**config.mk**
```make
export PLATFORM = sky130hd
export DESIGN_NAME = can_tx_buf_ctrl
export DESIGN_NICKNAME = d
export VERILOG_FILES = /design/src/rtl/can_tx_pkg.sv /design/src/rtl/can_tx_pin_sync.sv /design/src/rtl/can_tx_ctrl.sv /design/src/rtl/can_tx_datapath.sv /design/src/rtl/can_tx_buf_ctrl.sv
export SDC_FILE = /design/constraint.sdc
export NUM_CORES = 1
export LEC_CHECK = 0
export ABC_CLOCK_PERIOD_IN_PS = 4400
export BUFFER_PORTS_ARGS = -buffer_cell sky130_fd_sc_hd__buf_2
export CORE_ASPECT_RATIO = 0.9
export CORE_UTILIZATION = 53
export CTS_CLUSTER_SIZE = 8
export DETAILED_ROUTE_END_ITERATION = 7
export MAX_ROUTING_LAYER = met4
export PLACE_DENSITY_LB_ADDON = 0.2
export SETUP_SLACK_MARGIN = 0.05
export SYNTH_ARGS = -nofsm -noshare
export SYNTH_HDL_FRONTEND = slang
export SYNTH_HIERARCHICAL = 1
export SYNTH_SLANG_ARGS = --single-unit
```
**constraint.sdc**
```tcl
create_clock -name clk -period 4.4 [get_ports clk]
set_input_delay 0.22 -clock clk [delete_from_list [all_inputs] [get_ports clk]]
set_output_delay 0.22 -clock clk [all_outputs]
set_load 0.1 [all_outputs]
```
**src/rtl/can_tx_pkg.sv**
```systemverilog
package can_tx_pkg;
  parameter int PRIO_W  = 2;
  parameter int CTRL_W  = 8;
  parameter int REQ_BIT = 3;

  typedef enum logic [1:0] {
    EVT_DONE = 2'd0,
    EVT_ERR  = 2'd1,
    EVT_LOST = 2'd2,
    EVT_NONE = 2'd3
  } evtKind_t;

  typedef struct packed {
    logic              setReq;
    logic              clrReq;
    logic              wrPrio;
    logic [PRIO_W-1:0] prioVal;
    logic              setAbort;
    logic              setArb;
    logic              setErr;
    logic              setTxIf;
    logic              clrTxIf;
  } bufStrobe_t;
endpackage

```
**src/rtl/can_tx_pin_sync.sv**
```systemverilog
module can_tx_pin_sync #(
  parameter int WIDTH  = 3,
  parameter int STAGES = 2
) (
  input  logic             clk,
  input  logic             rstN,
  input  logic [WIDTH-1:0] pinN,
  output logic [WIDTH-1:0] fallPulse
);
  logic [WIDTH-1:0] stageQ [STAGES];
  logic [WIDTH-1:0] lastQ;

  always_ff @(posedge clk or negedge rstN) begin
    if (!rstN) begin
      for (int s = 0; s < STAGES; s++) stageQ[s] <= '1;
      lastQ <= '1;
    end else begin
      stageQ[0] <= pinN;
      for (int s = 1; s < STAGES; s++) stageQ[s] <= stageQ[s-1];
      lastQ <= stageQ[STAGES-1];
    end
  end

  assign fallPulse = lastQ & ~stageQ[STAGES-1];

  // an edge yields a single pulse, never a level
  assert_single_pulse_R4: assert property (@(posedge clk) disable iff (!rstN)
    (fallPulse != '0) |=> ((fallPulse & $past(fallPulse)) == '0));
endmodule

```
**src/rtl/can_tx_ctrl.sv**
```systemverilog
module can_tx_ctrl
  import can_tx_pkg::*;
#(
  parameter int NUM_BUF = 3,
  parameter int BUF_W   = 2
) (
  input  logic              clk,
  input  logic              rstN,
  input  logic              regWrEn,
  input  logic [BUF_W-1:0]  regWrBuf,
  input  logic [CTRL_W-1:0] regWrData,
  input  logic              rtsEn,
  input  logic [NUM_BUF-1:0] rtsMask,
  input  logic [NUM_BUF-1:0] pinFall,
  input  logic              oneShot,
  input  logic              txStart,
  input  logic              evtValid,
  input  logic [1:0]        evtKind,
  input  logic              abortIn,
  input  logic              flagClrEn,
  input  logic [NUM_BUF:0]  flagClrMask,
  input  logic [NUM_BUF-1:0] reqQ,
  input  logic              nextValid,
  input  logic [BUF_W-1:0]  nextBuf,
  output bufStrobe_t        stb [NUM_BUF],
  output logic              setMsgErr,
  output logic              clrMsgErr
);
  logic             inFlight;
  logic [BUF_W-1:0] flightBuf;
  logic             startOk;
  logic             evtLive;
  evtKind_t         kind;
  logic [NUM_BUF-1:0] isFly;

  assign kind    = evtKind_t'(evtKind);
  assign startOk = txStart && !inFlight && nextValid && !abortIn;
  assign evtLive = evtValid && inFlight;

  always_ff @(posedge clk or negedge rstN) begin
    if (!rstN) begin
      inFlight  <= 1'b0;
      flightBuf <= '0;
    end else if (startOk) begin
      inFlight  <= 1'b1;
      flightBuf <= nextBuf;
    end else if (evtLive) begin
      inFlight  <= 1'b0;
    end
  end

  assign setMsgErr = evtLive && (kind == EVT_ERR);
  assign clrMsgErr = flagClrEn && flagClrMask[NUM_BUF];

  for (genvar i = 0; i < NUM_BUF; i++) begin : g_buf
    logic wrHit;
    logic fail;

    assign isFly[i] = inFlight && (flightBuf == BUF_W'(i));
    assign wrHit    = regWrEn && (regWrBuf == BUF_W'(i)) && !reqQ[i] && !isFly[i];
    assign fail     = evtLive && isFly[i] && ((kind == EVT_ERR) || (kind == EVT_LOST));

    always_comb begin
      stb[i]          = '0;
      stb[i].wrPrio   = wrHit;
      stb[i].prioVal  = regWrData[PRIO_W-1:0];
      stb[i].setReq   = !isFly[i] &&
                        ((wrHit && regWrData[REQ_BIT]) || (rtsEn && rtsMask[i]) || pinFall[i]);
      stb[i].setAbort = abortIn && reqQ[i] && !isFly[i];
      stb[i].setErr   = evtLive && isFly[i] && (kind == EVT_ERR);
      stb[i].setArb   = evtLive && isFly[i] && (kind == EVT_LOST);
      stb[i].setTxIf  = evtLive && isFly[i] && (kind == EVT_DONE);
      stb[i].clrTxIf  = flagClrEn && flagClrMask[i];
      stb[i].clrReq   = stb[i].setAbort || stb[i].setTxIf || (fail && oneShot);
    end

    // the buffer in flight always still has its request pending
    assert_flight_pending_R7: assert property (@(posedge clk) disable iff (!rstN)
      isFly[i] |-> reqQ[i]);

    // success drops the request
    assert_done_clears_R8: assert property (@(posedge clk) disable iff (!rstN)
      (evtValid && isFly[i] && kind == EVT_DONE) |=> !reqQ[i]);

    // an error keeps the request for a retry outside one-shot mode
    assert_err_retry_R9: assert property (@(posedge clk) disable iff (!rstN)
      (!oneShot && evtValid && isFly[i] && kind == EVT_ERR) |=> reqQ[i]);

    // one-shot failure leaves nothing pending
    assert_single_shot_R11: assert property (@(posedge clk) disable iff (!rstN)
      (oneShot && evtValid && isFly[i] && (kind == EVT_ERR || kind == EVT_LOST)) |=> !reqQ[i]);

    // abort spares the buffer being sent
    assert_abort_spares_R12: assert property (@(posedge clk) disable iff (!rstN)
      (abortIn && isFly[i] && !evtValid) |=> reqQ[i]);
  end
endmodule

```
**src/rtl/can_tx_datapath.sv**
```systemverilog
module can_tx_datapath
  import can_tx_pkg::*;
#(
  parameter int NUM_BUF = 3,
  parameter int BUF_W   = 2
) (
  input  logic                      clk,
  input  logic                      rstN,
  input  bufStrobe_t                stb [NUM_BUF],
  input  logic                      setMsgErr,
  input  logic                      clrMsgErr,
  input  logic [NUM_BUF:0]          intEn,
  output logic [NUM_BUF-1:0]        reqQ,
  output logic [NUM_BUF*PRIO_W-1:0] prioFlat,
  output logic [NUM_BUF-1:0]        abortQ,
  output logic [NUM_BUF-1:0]        arbQ,
  output logic [NUM_BUF-1:0]        errQ,
  output logic [NUM_BUF-1:0]        txIfQ,
  output logic                      msgErrQ,
  output logic                      intN,
  output logic                      nextValid,
  output logic [BUF_W-1:0]          nextBuf
);
  logic [PRIO_W-1:0] prioQ [NUM_BUF];

  for (genvar i = 0; i < NUM_BUF; i++) begin : g_reg
    always_ff @(posedge clk or negedge rstN) begin
      if (!rstN) begin
        reqQ[i]   <= 1'b0;
        prioQ[i]  <= '0;
        abortQ[i] <= 1'b0;
        arbQ[i]   <= 1'b0;
        errQ[i]   <= 1'b0;
        txIfQ[i]  <= 1'b0;
      end else begin
        if (stb[i].setReq)      reqQ[i] <= 1'b1;
        else if (stb[i].clrReq) reqQ[i] <= 1'b0;
        if (stb[i].wrPrio) prioQ[i] <= stb[i].prioVal;
        if (stb[i].setReq) begin
          abortQ[i] <= 1'b0;
          arbQ[i]   <= 1'b0;
          errQ[i]   <= 1'b0;
        end else begin
          if (stb[i].setAbort) abortQ[i] <= 1'b1;
          if (stb[i].setArb)   arbQ[i]   <= 1'b1;
          if (stb[i].setErr)   errQ[i]   <= 1'b1;
        end
        if (stb[i].setTxIf)      txIfQ[i] <= 1'b1;
        else if (stb[i].clrTxIf) txIfQ[i] <= 1'b0;
      end
    end

    assign prioFlat[i*PRIO_W +: PRIO_W] = prioQ[i];

    // a new request starts with clean failure flags
    assert_set_clears_flags_R5: assert property (@(posedge clk) disable iff (!rstN)
      stb[i].setReq |=> (!abortQ[i] && !arbQ[i] && !errQ[i]));

    // the selection always names a pending buffer
    assert_pick_pending_R6: assert property (@(posedge clk) disable iff (!rstN)
      (nextValid && nextBuf == BUF_W'(i)) |-> reqQ[i]);
  end

  always_ff @(posedge clk or negedge rstN) begin
    if (!rstN)          msgErrQ <= 1'b0;
    else if (setMsgErr) msgErrQ <= 1'b1;
    else if (clrMsgErr) msgErrQ <= 1'b0;
  end

  always_comb begin
    logic [PRIO_W-1:0] bestPrio;
    nextValid = 1'b0;
    nextBuf   = '0;
    bestPrio  = '0;
    for (int i = 0; i < NUM_BUF; i++) begin
      if (reqQ[i] && (!nextValid || prioQ[i] >= bestPrio)) begin
        nextValid = 1'b1;
        nextBuf   = BUF_W'(i);
        bestPrio  = prioQ[i];
      end
    end
  end

  assign intN = ~(|({msgErrQ, txIfQ} & intEn));

  // a message-error flag survives until a clear arrives
  assert_flag_sticky_R13: assert property (@(posedge clk) disable iff (!rstN)
    ($past(msgErrQ) && !$past(clrMsgErr)) |-> msgErrQ);
endmodule

```
**src/rtl/can_tx_buf_ctrl.sv**
```systemverilog
module can_tx_buf_ctrl
  import can_tx_pkg::*;
#(
  parameter int NUM_BUF = 3,
  localparam int BUF_W  = (NUM_BUF > 1) ? $clog2(NUM_BUF) : 1
) (
  input  logic                      clk,
  input  logic                      rstN,
  input  logic                      regWrEn,
  input  logic [BUF_W-1:0]          regWrBuf,
  input  logic [CTRL_W-1:0]         regWrData,
  input  logic                      rtsEn,
  input  logic [NUM_BUF-1:0]        rtsMask,
  input  logic [NUM_BUF-1:0]        reqPinN,
  input  logic                      oneShot,
  input  logic                      txStart,
  input  logic                      evtValid,
  input  logic [1:0]                evtKind,
  input  logic                      abortIn,
  input  logic [NUM_BUF:0]          intEn,
  input  logic                      flagClrEn,
  input  logic [NUM_BUF:0]          flagClrMask,
  output logic [NUM_BUF-1:0]        reqOut,
  output logic [NUM_BUF*PRIO_W-1:0] prioOut,
  output logic [NUM_BUF-1:0]        abortFlag,
  output logic [NUM_BUF-1:0]        arbLostFlag,
  output logic [NUM_BUF-1:0]        txErrFlag,
  output logic [NUM_BUF-1:0]        txIntFlag,
  output logic                      msgErrFlag,
  output logic                      intN,
  output logic                      nextValid,
  output logic [BUF_W-1:0]          nextBuf
);
  bufStrobe_t         stb [NUM_BUF];
  logic [NUM_BUF-1:0] pinFall;
  logic               setMsgErr;
  logic               clrMsgErr;

  can_tx_pin_sync #(.WIDTH(NUM_BUF), .STAGES(2)) u_sync (
    .clk(clk), .rstN(rstN), .pinN(reqPinN), .fallPulse(pinFall)
  );

  can_tx_ctrl #(.NUM_BUF(NUM_BUF), .BUF_W(BUF_W)) u_ctrl (
    .clk(clk), .rstN(rstN), .regWrEn(regWrEn), .regWrBuf(regWrBuf),
    .regWrData(regWrData), .rtsEn(rtsEn), .rtsMask(rtsMask), .pinFall(pinFall),
    .oneShot(oneShot), .txStart(txStart), .evtValid(evtValid), .evtKind(evtKind),
    .abortIn(abortIn), .flagClrEn(flagClrEn), .flagClrMask(flagClrMask),
    .reqQ(reqOut), .nextValid(nextValid), .nextBuf(nextBuf), .stb(stb),
    .setMsgErr(setMsgErr), .clrMsgErr(clrMsgErr)
  );

  can_tx_datapath #(.NUM_BUF(NUM_BUF), .BUF_W(BUF_W)) u_dp (
    .clk(clk), .rstN(rstN), .stb(stb), .setMsgErr(setMsgErr), .clrMsgErr(clrMsgErr),
    .intEn(intEn), .reqQ(reqOut), .prioFlat(prioOut), .abortQ(abortFlag),
    .arbQ(arbLostFlag), .errQ(txErrFlag), .txIfQ(txIntFlag), .msgErrQ(msgErrFlag),
    .intN(intN), .nextValid(nextValid), .nextBuf(nextBuf)
  );
endmodule

```
==> flow_results.xml, run 1 <==
<?xml version="1.0" encoding="UTF-8"?>
<metrics>
  <group name="status">
    <metric name="result_of_the_run" unit="">finished, violations left</metric>
    <metric name="failed_checks" unit="">negative hold slack</metric>
  </group>
  <group name="logic_synthesis">
    <metric name="synth.ff_latch_count" unit="">34</metric>
    <metric name="synth.lib_cells_used.distinct" unit="">35</metric>
    <metric name="ys.flop_type" unit="">sky130_fd_sc_hd__dfrtp_1</metric>
    <metric name="post_synth_instance_area" unit="mm²">0.00179</metric>
    <metric name="async_flop_share" unit="">1.00</metric>
    <metric name="synthesis.nets" unit="">207</metric>
    <metric name="yosysSeqAreaShare" unit="">0.481</metric>
    <metric name="synthesis.instances" unit="">165</metric>
    <metric name="yosysTopAreaCellShare" unit="">0.349</metric>
    <metric name="synth_enable_flop_cells" unit="">0</metric>
    <metric name="avgSynthCellArea" unit="µm²">10.9</metric>
    <metric name="yosys_warnings" unit="">6</metric>
    <metric name="ys_top_cells_by_area" unit="">sky130_fd_sc_hd__dfrtp_1, sky130_fd_sc_hd__dfstp_2, sky130_fd_sc_hd__nor2_1</metric>
    <metric name="netlist.top_cell.by_area" unit="">sky130_fd_sc_hd__dfrtp_1</metric>
  </group>
  <group name="timing">
    <metric name="timing_hold_violations_final" unit="">4</metric>
    <metric name="worst_pin_slew" unit="ns">0.749</metric>
    <metric name="totalNegativeSetupSlack" unit="ns">0</metric>
    <metric name="period_needed" unit="ns">3.49</metric>
    <metric name="fmax" unit="MHz">287</metric>
    <metric name="finalCritPeriodShare" unit="">0.793</metric>
    <metric name="slew_headroom" unit="">0.501</metric>
    <metric name="final.setup_skew" unit="ns">0.00879</metric>
    <metric name="finalWorstSetupSlack" unit="ns">0.913</metric>
    <metric name="setup_viol_count_final" unit="">0</metric>
    <metric name="unrepaired_setup_endpoints_after_global_routing" unit="">false</metric>
    <metric name="whs" unit="ns">-0.00189</metric>
    <metric name="final_max_slew_viol_count" unit="">0</metric>
  </group>
  <group name="clocking">
    <metric name="clock_sink_count" unit="">34</metric>
    <metric name="cts_setup_buffers" unit="">0</metric>
    <metric name="tritoncts" unit="">done</metric>
    <metric name="clockRootBuffer" unit="">sky130_fd_sc_hd__clkbuf_8</metric>
    <metric name="post_cts.resized_instances" unit="">0</metric>
    <metric name="cts.clk_slew.worst_paths" unit="ns">0.08</metric>
    <metric name="cts_hold_buf" unit="">0</metric>
    <metric name="tritoncts.num_buffers" unit="">5</metric>
    <metric name="cts_max_level" unit="">2</metric>
    <metric name="cts-root-to-sink-buffers" unit="">2</metric>
    <metric name="clkLatencyLatePin" unit="ns">0.29</metric>
  </group>
  <group name="critical_path">
    <metric name="worstSetupStartpointType" unit="">flop</metric>
    <metric name="cp_data_arrival_time" unit="ns">3.27</metric>
    <metric name="setup.worst_path.class" unit="">flop to primary output</metric>
    <metric name="slack_of_the_worst_reg_to_reg_path" unit="ns">1.47</metric>
    <metric name="worst-path-max-fanout" unit="">9</metric>
    <metric name="worstSetupEndpoint" unit="">nextBuf[0]</metric>
    <metric name="timing.rr.start" unit="">u_dp/reqQ[0]</metric>
    <metric name="cp-startpoint" unit="">u_dp/reqQ[0]</metric>
    <metric name="crit_path_end_kind" unit="">primary output</metric>
    <metric name="worst_r2r_path_depth" unit="">10</metric>
    <metric name="timing.rr.end" unit="">u_ctrl/flightBuf[1]</metric>
    <metric name="worstPathRequired" unit="ns">4.18</metric>
  </group>
  <group name="route">
    <metric name="routedWlPerCell" unit="µm">14.1</metric>
    <metric name="routed-via-count" unit="">1402</metric>
    <metric name="routed_antenna_nets" unit="">0</metric>
    <metric name="drt_first_pass_iters" unit="">4</metric>
    <metric name="starting_drc_count_in_detailed_routing" unit="">61</metric>
    <metric name="remaining_drc_errors" unit="">0</metric>
    <metric name="drt_wl_total" unit="mm">3.69</metric>
    <metric name="detail_route.vias_per_cell" unit="">5.37</metric>
  </group>
  <group name="floorplanning">
    <metric name="design.core.area" unit="mm²">0.00314</metric>
    <metric name="die_w" unit="µm">63.3</metric>
    <metric name="die-area" unit="mm²">0.00362</metric>
    <metric name="initial_cell_density_of_the_core" unit="">0.571</metric>
    <metric name="pin_count" unit="">61</metric>
    <metric name="core.rowCount" unit="">19</metric>
    <metric name="y_dimension_of_the_die" unit="µm">57.2</metric>
  </group>
  <group name="grt">
    <metric name="groute.usage.overall" unit="">0.230</metric>
    <metric name="grt_pass1_wl" unit="mm">6.00</metric>
    <metric name="maximum_number_of_pins_on_one_net_before_global_route_repair" unit="">35</metric>
    <metric name="grt_pass1_vias" unit="">1348</metric>
    <metric name="grt_antenna_before_repair" unit="">0</metric>
    <metric name="globalRoute.totalOverflow" unit="">0</metric>
  </group>
  <group name="finish">
    <metric name="n_fill_cell" unit="">262</metric>
    <metric name="final_layout_size_suffix_gt1_frac" unit="">0.425</metric>
    <metric name="finalNetCount" unit="">260</metric>
    <metric name="areaGrowthSynthToFinish" unit="%">21.8</metric>
    <metric name="num_antenna_cells" unit="">0</metric>
  </group>
  <group name="placed_design">
    <metric name="dp_worst_setup_slack" unit="ns">1.22</metric>
    <metric name="globalplace.congestion" unit="">0.822</metric>
    <metric name="dpl.hpwl" unit="mm">2.87</metric>
    <metric name="placement.io_buffers" unit="">55</metric>
  </group>
  <group name="job">
    <metric name="drv.max_cap_violation_count" unit="">0</metric>
  </group>
  <group name="hold_path">
    <metric name="hold_class" unit="">input pin to asynchronous set/reset pin</metric>
  </group>
</metrics>
## through the flow
step,instance area [µm²],cells,util
final,2180,261,0.696
after detailed placement,2060,253,0.656
after floorplan,1800,165,-
after global routing,2180,261,0.696
after CTS,2180,261,0.696
after global placement,2060,253,0.656
## cell usage in the layout (no fill, tap or decap), types with 2 or more instances in the layout
cell,count
sky130_fd_sc_hd__ha_1,7
sky130_fd_sc_hd__mux2_4,2
sky130_fd_sc_hd__nor2_1,25
sky130_fd_sc_hd__dfrtp_1,25
sky130_fd_sc_hd__o2bb2ai_1,3
sky130_fd_sc_hd__and2_1,13
sky130_fd_sc_hd__a21oi_1,3
sky130_fd_sc_hd__nor2b_4,4
sky130_fd_sc_hd__nand4bb_1,2
sky130_fd_sc_hd__a211oi_1,5
sky130_fd_sc_hd__mux2_2,5
sky130_fd_sc_hd__clkbuf_16,2
sky130_fd_sc_hd__and4b_1,2
sky130_fd_sc_hd__buf_2,55
sky130_fd_sc_hd__a21o_1,7
sky130_fd_sc_hd__inv_1,13
sky130_fd_sc_hd__and3b_1,3
sky130_fd_sc_hd__dfstp_2,9
sky130_fd_sc_hd__and4bb_2,2
sky130_fd_sc_hd__o21ai_0,3
sky130_fd_sc_hd__nand2_1,8
sky130_fd_sc_hd__clkbuf_8,5
## critical path: stages, from the launching register on
cell and delay, ns:
sky130_fd_sc_hd__dfrtp_1 0.48, sky130_fd_sc_hd__and2_2 0.22, sky130_fd_sc_hd__ha_1 0.27, sky130_fd_sc_hd__and2b_2 0.23, sky130_fd_sc_hd__o22ai_4 0.17, sky130_fd_sc_hd__mux2_4 0.32
sky130_fd_sc_hd__ha_1 0.26, sky130_fd_sc_hd__nand2b_1 0.13, sky130_fd_sc_hd__a211o_1 0.31, sky130_fd_sc_hd__a21boi_2 0.15, sky130_fd_sc_hd__buf_2 0.44
## cell type report
class	instances	area [µm²]	share of cell area
Tap cell	42	52.6	0.0241
Clock inverter	1	8.76	0.00401
Inverter	13	48.8	0.0223
Multi-Input combinational cell	109	818	0.375
Sequential cell	34	862	0.395
Timing Repair Buffer	55	275	0.126
Clock buffer	7	119	0.0544
## metal layers
| metal | share of wire | GRT usage |
|---|---|---|
| met5 | 0 | - |
| met4 | 0.013 | 0.0877 |
| met3 | 0.047 | 0.0660 |
| met2 | 0.49 | 0.364 |
| met1 | 0.45 | 0.281 |
## flip-flops by register name, indices dropped and copies added (netlist names)
| name | cells |
|---|---|
| u_dp/txIfQ | 3 |
| u_dp/reqQ | 3 |
| u_dp/errQ | 3 |
| u_dp/arbQ | 3 |
| u_ctrl/flightBuf | 2 |
| u_sync/stageQ | 6 |
| u_dp/msgErrQ | 1 |
| u_sync/lastQ | 3 |
| u_dp/prioFlat | 6 |
| u_ctrl/inFlight | 1 |
| u_dp/abortQ | 3 |
## cell usage after synthesis, types with 2 or more instances
library cell	instances
sky130_fd_sc_hd__dfrtp_1	25
sky130_fd_sc_hd__nor2_1	25
sky130_fd_sc_hd__and2_1	13
sky130_fd_sc_hd__inv_1	13
sky130_fd_sc_hd__buf_4	9
sky130_fd_sc_hd__dfstp_2	9
sky130_fd_sc_hd__nand2_1	8
sky130_fd_sc_hd__a21o_1	7
sky130_fd_sc_hd__ha_1	7
sky130_fd_sc_hd__a211oi_1	5
sky130_fd_sc_hd__mux2_2	5
sky130_fd_sc_hd__nor2b_4	4
sky130_fd_sc_hd__a21oi_1	3
sky130_fd_sc_hd__and3b_1	3
sky130_fd_sc_hd__o21ai_0	3
sky130_fd_sc_hd__o2bb2ai_1	3
sky130_fd_sc_hd__and4b_1	2
sky130_fd_sc_hd__and4bb_2	2
sky130_fd_sc_hd__mux2_4	2
sky130_fd_sc_hd__nand4bb_1	2
## kinds of logic after synthesis
group,Yosys count,share of synthesized area
AOI/OAI and AO/OA,29,0.128
and+or+nand+nor,66,0.230
DFF,34,0.481
adders and majority gates,7,0.0488
muxes,7,0.0481
buffers and inverters,22,0.0649
## how the worst min path moves through the flow
stage                     slack [ns]                  end        from
after floorplan                -0.08  u_ctrl/flightBuf[0]        rstN
after global placement          0.31         u_dp/arbQ[2]        rstN
after detailed placement        0.33         u_dp/errQ[2]        rstN
after CTS                       0.02     u_dp/prioFlat[4]        rstN
after global routing           0.008     u_sync/stageQ[3]  reqPinN[0]
final                         -0.002         u_dp/reqQ[2]        rstN
Power of run 1 is not shown: default switching activity piles up to over one toggle a cycle in this logic, so the estimate is an artifact.
==> inputs of run 2 (changes only) <==
- ABC_CLOCK_PERIOD_IN_PS: 4400 -> 3000
- CORE_UTILIZATION: 53 -> 45
- clock period: 4.4 -> 3 ns (I/O delays scaled with it)
==> flow_results.xml, run 2 (synthesis results as in run 1) <==
<?xml version="1.0" encoding="UTF-8"?>
<metrics>
  <group name="status">
    <metric name="result_of_the_run" unit="">finished, violations left</metric>
    <metric name="failed_checks" unit="">negative setup slack</metric>
  </group>
  <group name="critical_path">
    <metric name="worst-path-max-fanout" unit="">3</metric>
    <metric name="cp_data_arrival_time" unit="ns">2.89</metric>
    <metric name="setup.worst_path.class" unit="">flop to primary output</metric>
    <metric name="crit_path_end_kind" unit="">primary output</metric>
    <metric name="worstPathRequired" unit="ns">2.85</metric>
    <metric name="worstSetupStartpointType" unit="">flop</metric>
  </group>
  <group name="timing">
    <metric name="setup_viol_count_final" unit="">2</metric>
    <metric name="worst_pin_slew" unit="ns">0.747</metric>
    <metric name="final_max_slew_viol_count" unit="">0</metric>
    <metric name="fmax" unit="MHz">329</metric>
    <metric name="timing_hold_violations_final" unit="">0</metric>
    <metric name="unrepaired_setup_endpoints_after_global_routing" unit="">true</metric>
    <metric name="totalNegativeSetupSlack" unit="ns">-0.0584</metric>
    <metric name="finalWorstSetupSlack" unit="ns">-0.0398</metric>
    <metric name="final.setup_skew" unit="ns">0.00229</metric>
    <metric name="period_needed" unit="ns">3.04</metric>
    <metric name="slew_headroom" unit="">0.502</metric>
    <metric name="finalCritPeriodShare" unit="">1.01</metric>
  </group>
  <group name="clocking">
    <metric name="clock_sink_count" unit="">34</metric>
    <metric name="clkLatencyLatePin" unit="ns">0.29</metric>
    <metric name="tritoncts" unit="">done</metric>
    <metric name="tritoncts.num_buffers" unit="">5</metric>
    <metric name="cts-root-to-sink-buffers" unit="">2</metric>
    <metric name="cts_max_level" unit="">2</metric>
    <metric name="cts.clk_slew.worst_paths" unit="ns">0.07</metric>
    <metric name="clockRootBuffer" unit="">sky130_fd_sc_hd__clkbuf_8</metric>
  </group>
  <group name="floorplanning">
    <metric name="design.core.area" unit="mm²">0.00376</metric>
    <metric name="die_w" unit="µm">68.5</metric>
    <metric name="y_dimension_of_the_die" unit="µm">61.9</metric>
    <metric name="pin_count" unit="">61</metric>
    <metric name="die-area" unit="mm²">0.00424</metric>
    <metric name="initial_cell_density_of_the_core" unit="">0.477</metric>
    <metric name="core.rowCount" unit="">21</metric>
  </group>
  <group name="hold_path">
    <metric name="hold_class" unit="">input pin to flop</metric>
  </group>
  <group name="route">
    <metric name="routed_antenna_nets" unit="">0</metric>
    <metric name="remaining_drc_errors" unit="">0</metric>
    <metric name="drt_first_pass_iters" unit="">4</metric>
    <metric name="routed-via-count" unit="">1405</metric>
    <metric name="detail_route.vias_per_cell" unit="">5.15</metric>
    <metric name="routedWlPerCell" unit="µm">14.1</metric>
    <metric name="starting_drc_count_in_detailed_routing" unit="">58</metric>
    <metric name="drt_wl_total" unit="mm">3.85</metric>
  </group>
  <group name="grt">
    <metric name="grt_pass1_vias" unit="">1330</metric>
    <metric name="groute.usage.overall" unit="">0.213</metric>
    <metric name="maximum_number_of_pins_on_one_net_before_global_route_repair" unit="">35</metric>
    <metric name="grt_pass1_wl" unit="mm">6.18</metric>
    <metric name="globalRoute.totalOverflow" unit="">0</metric>
    <metric name="grt_antenna_before_repair" unit="">0</metric>
  </group>
  <group name="finish">
    <metric name="finalNetCount" unit="">268</metric>
    <metric name="layout_commonest_cell" unit="">sky130_fd_sc_hd__buf_2</metric>
    <metric name="num_antenna_cells" unit="">0</metric>
    <metric name="n_fill_cell" unit="">326</metric>
    <metric name="areaGrowthSynthToFinish" unit="%">29.8</metric>
    <metric name="most-common-layout-cells" unit="">sky130_fd_sc_hd__buf_2, sky130_fd_sc_hd__nor2_1, sky130_fd_sc_hd__dfrtp_1</metric>
    <metric name="final_layout_size_suffix_gt1_frac" unit="">0.471</metric>
  </group>
  <group name="job">
    <metric name="drv.max_cap_violation_count" unit="">0</metric>
  </group>
  <group name="placed_design">
    <metric name="placement.io_buffers" unit="">55</metric>
    <metric name="dpl.hpwl" unit="mm">2.88</metric>
    <metric name="globalplace.congestion" unit="">0.830</metric>
  </group>
</metrics>
run 2: cell types whose count changed in the layout (fill, tap and decap cells not counted), moves of 3 or more:
| cell | change |
|---|---|
| sky130_fd_sc_hd__buf_4 | +4 |
| sky130_fd_sc_hd__dfrtp_1 | -5 |
| sky130_fd_sc_hd__dlygate4sd3_1 | +4 |
| sky130_fd_sc_hd__dfrtp_2 | +3 |
run 2: cell type report:
type | instances | area [µm²] | area share
Inverter | 13 | 48.8 | 0.0210
Timing Repair Buffer | 63 | 375 | 0.161
Sequential cell | 34 | 873 | 0.375
Tap cell | 46 | 57.6 | 0.0247
Clock inverter | 2 | 10.0 | 0.00430
Multi-Input combinational cell | 109 | 868 | 0.373
Clock buffer | 6 | 93.8 | 0.0403
run 2: worst paths after layout:
| kind | from | end | slack (ns) | cells past startpoint |
|---|---|---|---|---|
| max | u_dp/reqQ[0] | nextBuf[0] | -0.04 | 10 |
| min | regWrData[0] | u_dp/prioFlat[4] | 0.11 | 3 |
| max reg2reg | u_dp/reqQ[0] | u_ctrl/flightBuf[1] | 0.21 | 10 |
| min reg2reg | u_sync/stageQ[5] | u_sync/stageQ[2] | 0.36 | 0 |
| max in group asynchronous | rstN | u_dp/prioFlat[0] | 1.98 | 2 |
| min in group asynchronous | rstN | u_dp/abortQ[2] | 0.46 | 2 |
run 2: critical path: stages (launching register included):
cell and delay [ns]:
sky130_fd_sc_hd__dfrtp_4 0.47, sky130_fd_sc_hd__and2_4 0.17, sky130_fd_sc_hd__ha_4 0.25, sky130_fd_sc_hd__and2b_2 0.22, sky130_fd_sc_hd__o22ai_4 0.15, sky130_fd_sc_hd__mux2_4 0.34, sky130_fd_sc_hd__ha_4 0.21, sky130_fd_sc_hd__nand2b_4 0.12
sky130_fd_sc_hd__a211o_1 0.30, sky130_fd_sc_hd__a21boi_4 0.17, sky130_fd_sc_hd__buf_12 0.19
run 2: per-layer routing:
| metal | global-route usage | vias to the layer above | wire (µm) | share of wire |
|---|---|---|---|---|
| met2 | 0.325 | 38 | 1850 | 0.48 |
| met1 | 0.262 | 675 | 1740 | 0.45 |
| met5 | - | - | 0 | 0 |
| li1 | - | 681 | - | - |
| met3 | 0.0620 | 11 | 193 | 0.050 |
| met4 | 0.0952 | 0 | 65 | 0.017 |
run 2: metrics by stage:
step / worst slack (ns) / area [µm²] / hold WS [ns] / util / std cells
final: -0.0398 / 2330 / 0.111 / 0.619 / 273
after global routing: -0.110 / 2330 / 0.111 / 0.619 / 273
after CTS: -0.0305 / 2320 / 0.102 / 0.617 / 272
after detailed placement: 0.148 / 2130 / 0.256 / 0.567 / 258
after global placement: 0.174 / 2130 / 0.245 / 0.567 / 258
after floorplan: -0.321 / 1840 / -0.146 / - / 165
run 2: repair_timing:
action                                 4_1_cts  5_1_grt
pin swaps                                    0        0
endpoints found under the hold margin       28        0
setup endpoints to repair                    2        2
hold buffers                                 4        0
gates resized for setup                      6        0
buffers inserted                             2        1
Power of run 2 is left out for the same reason.
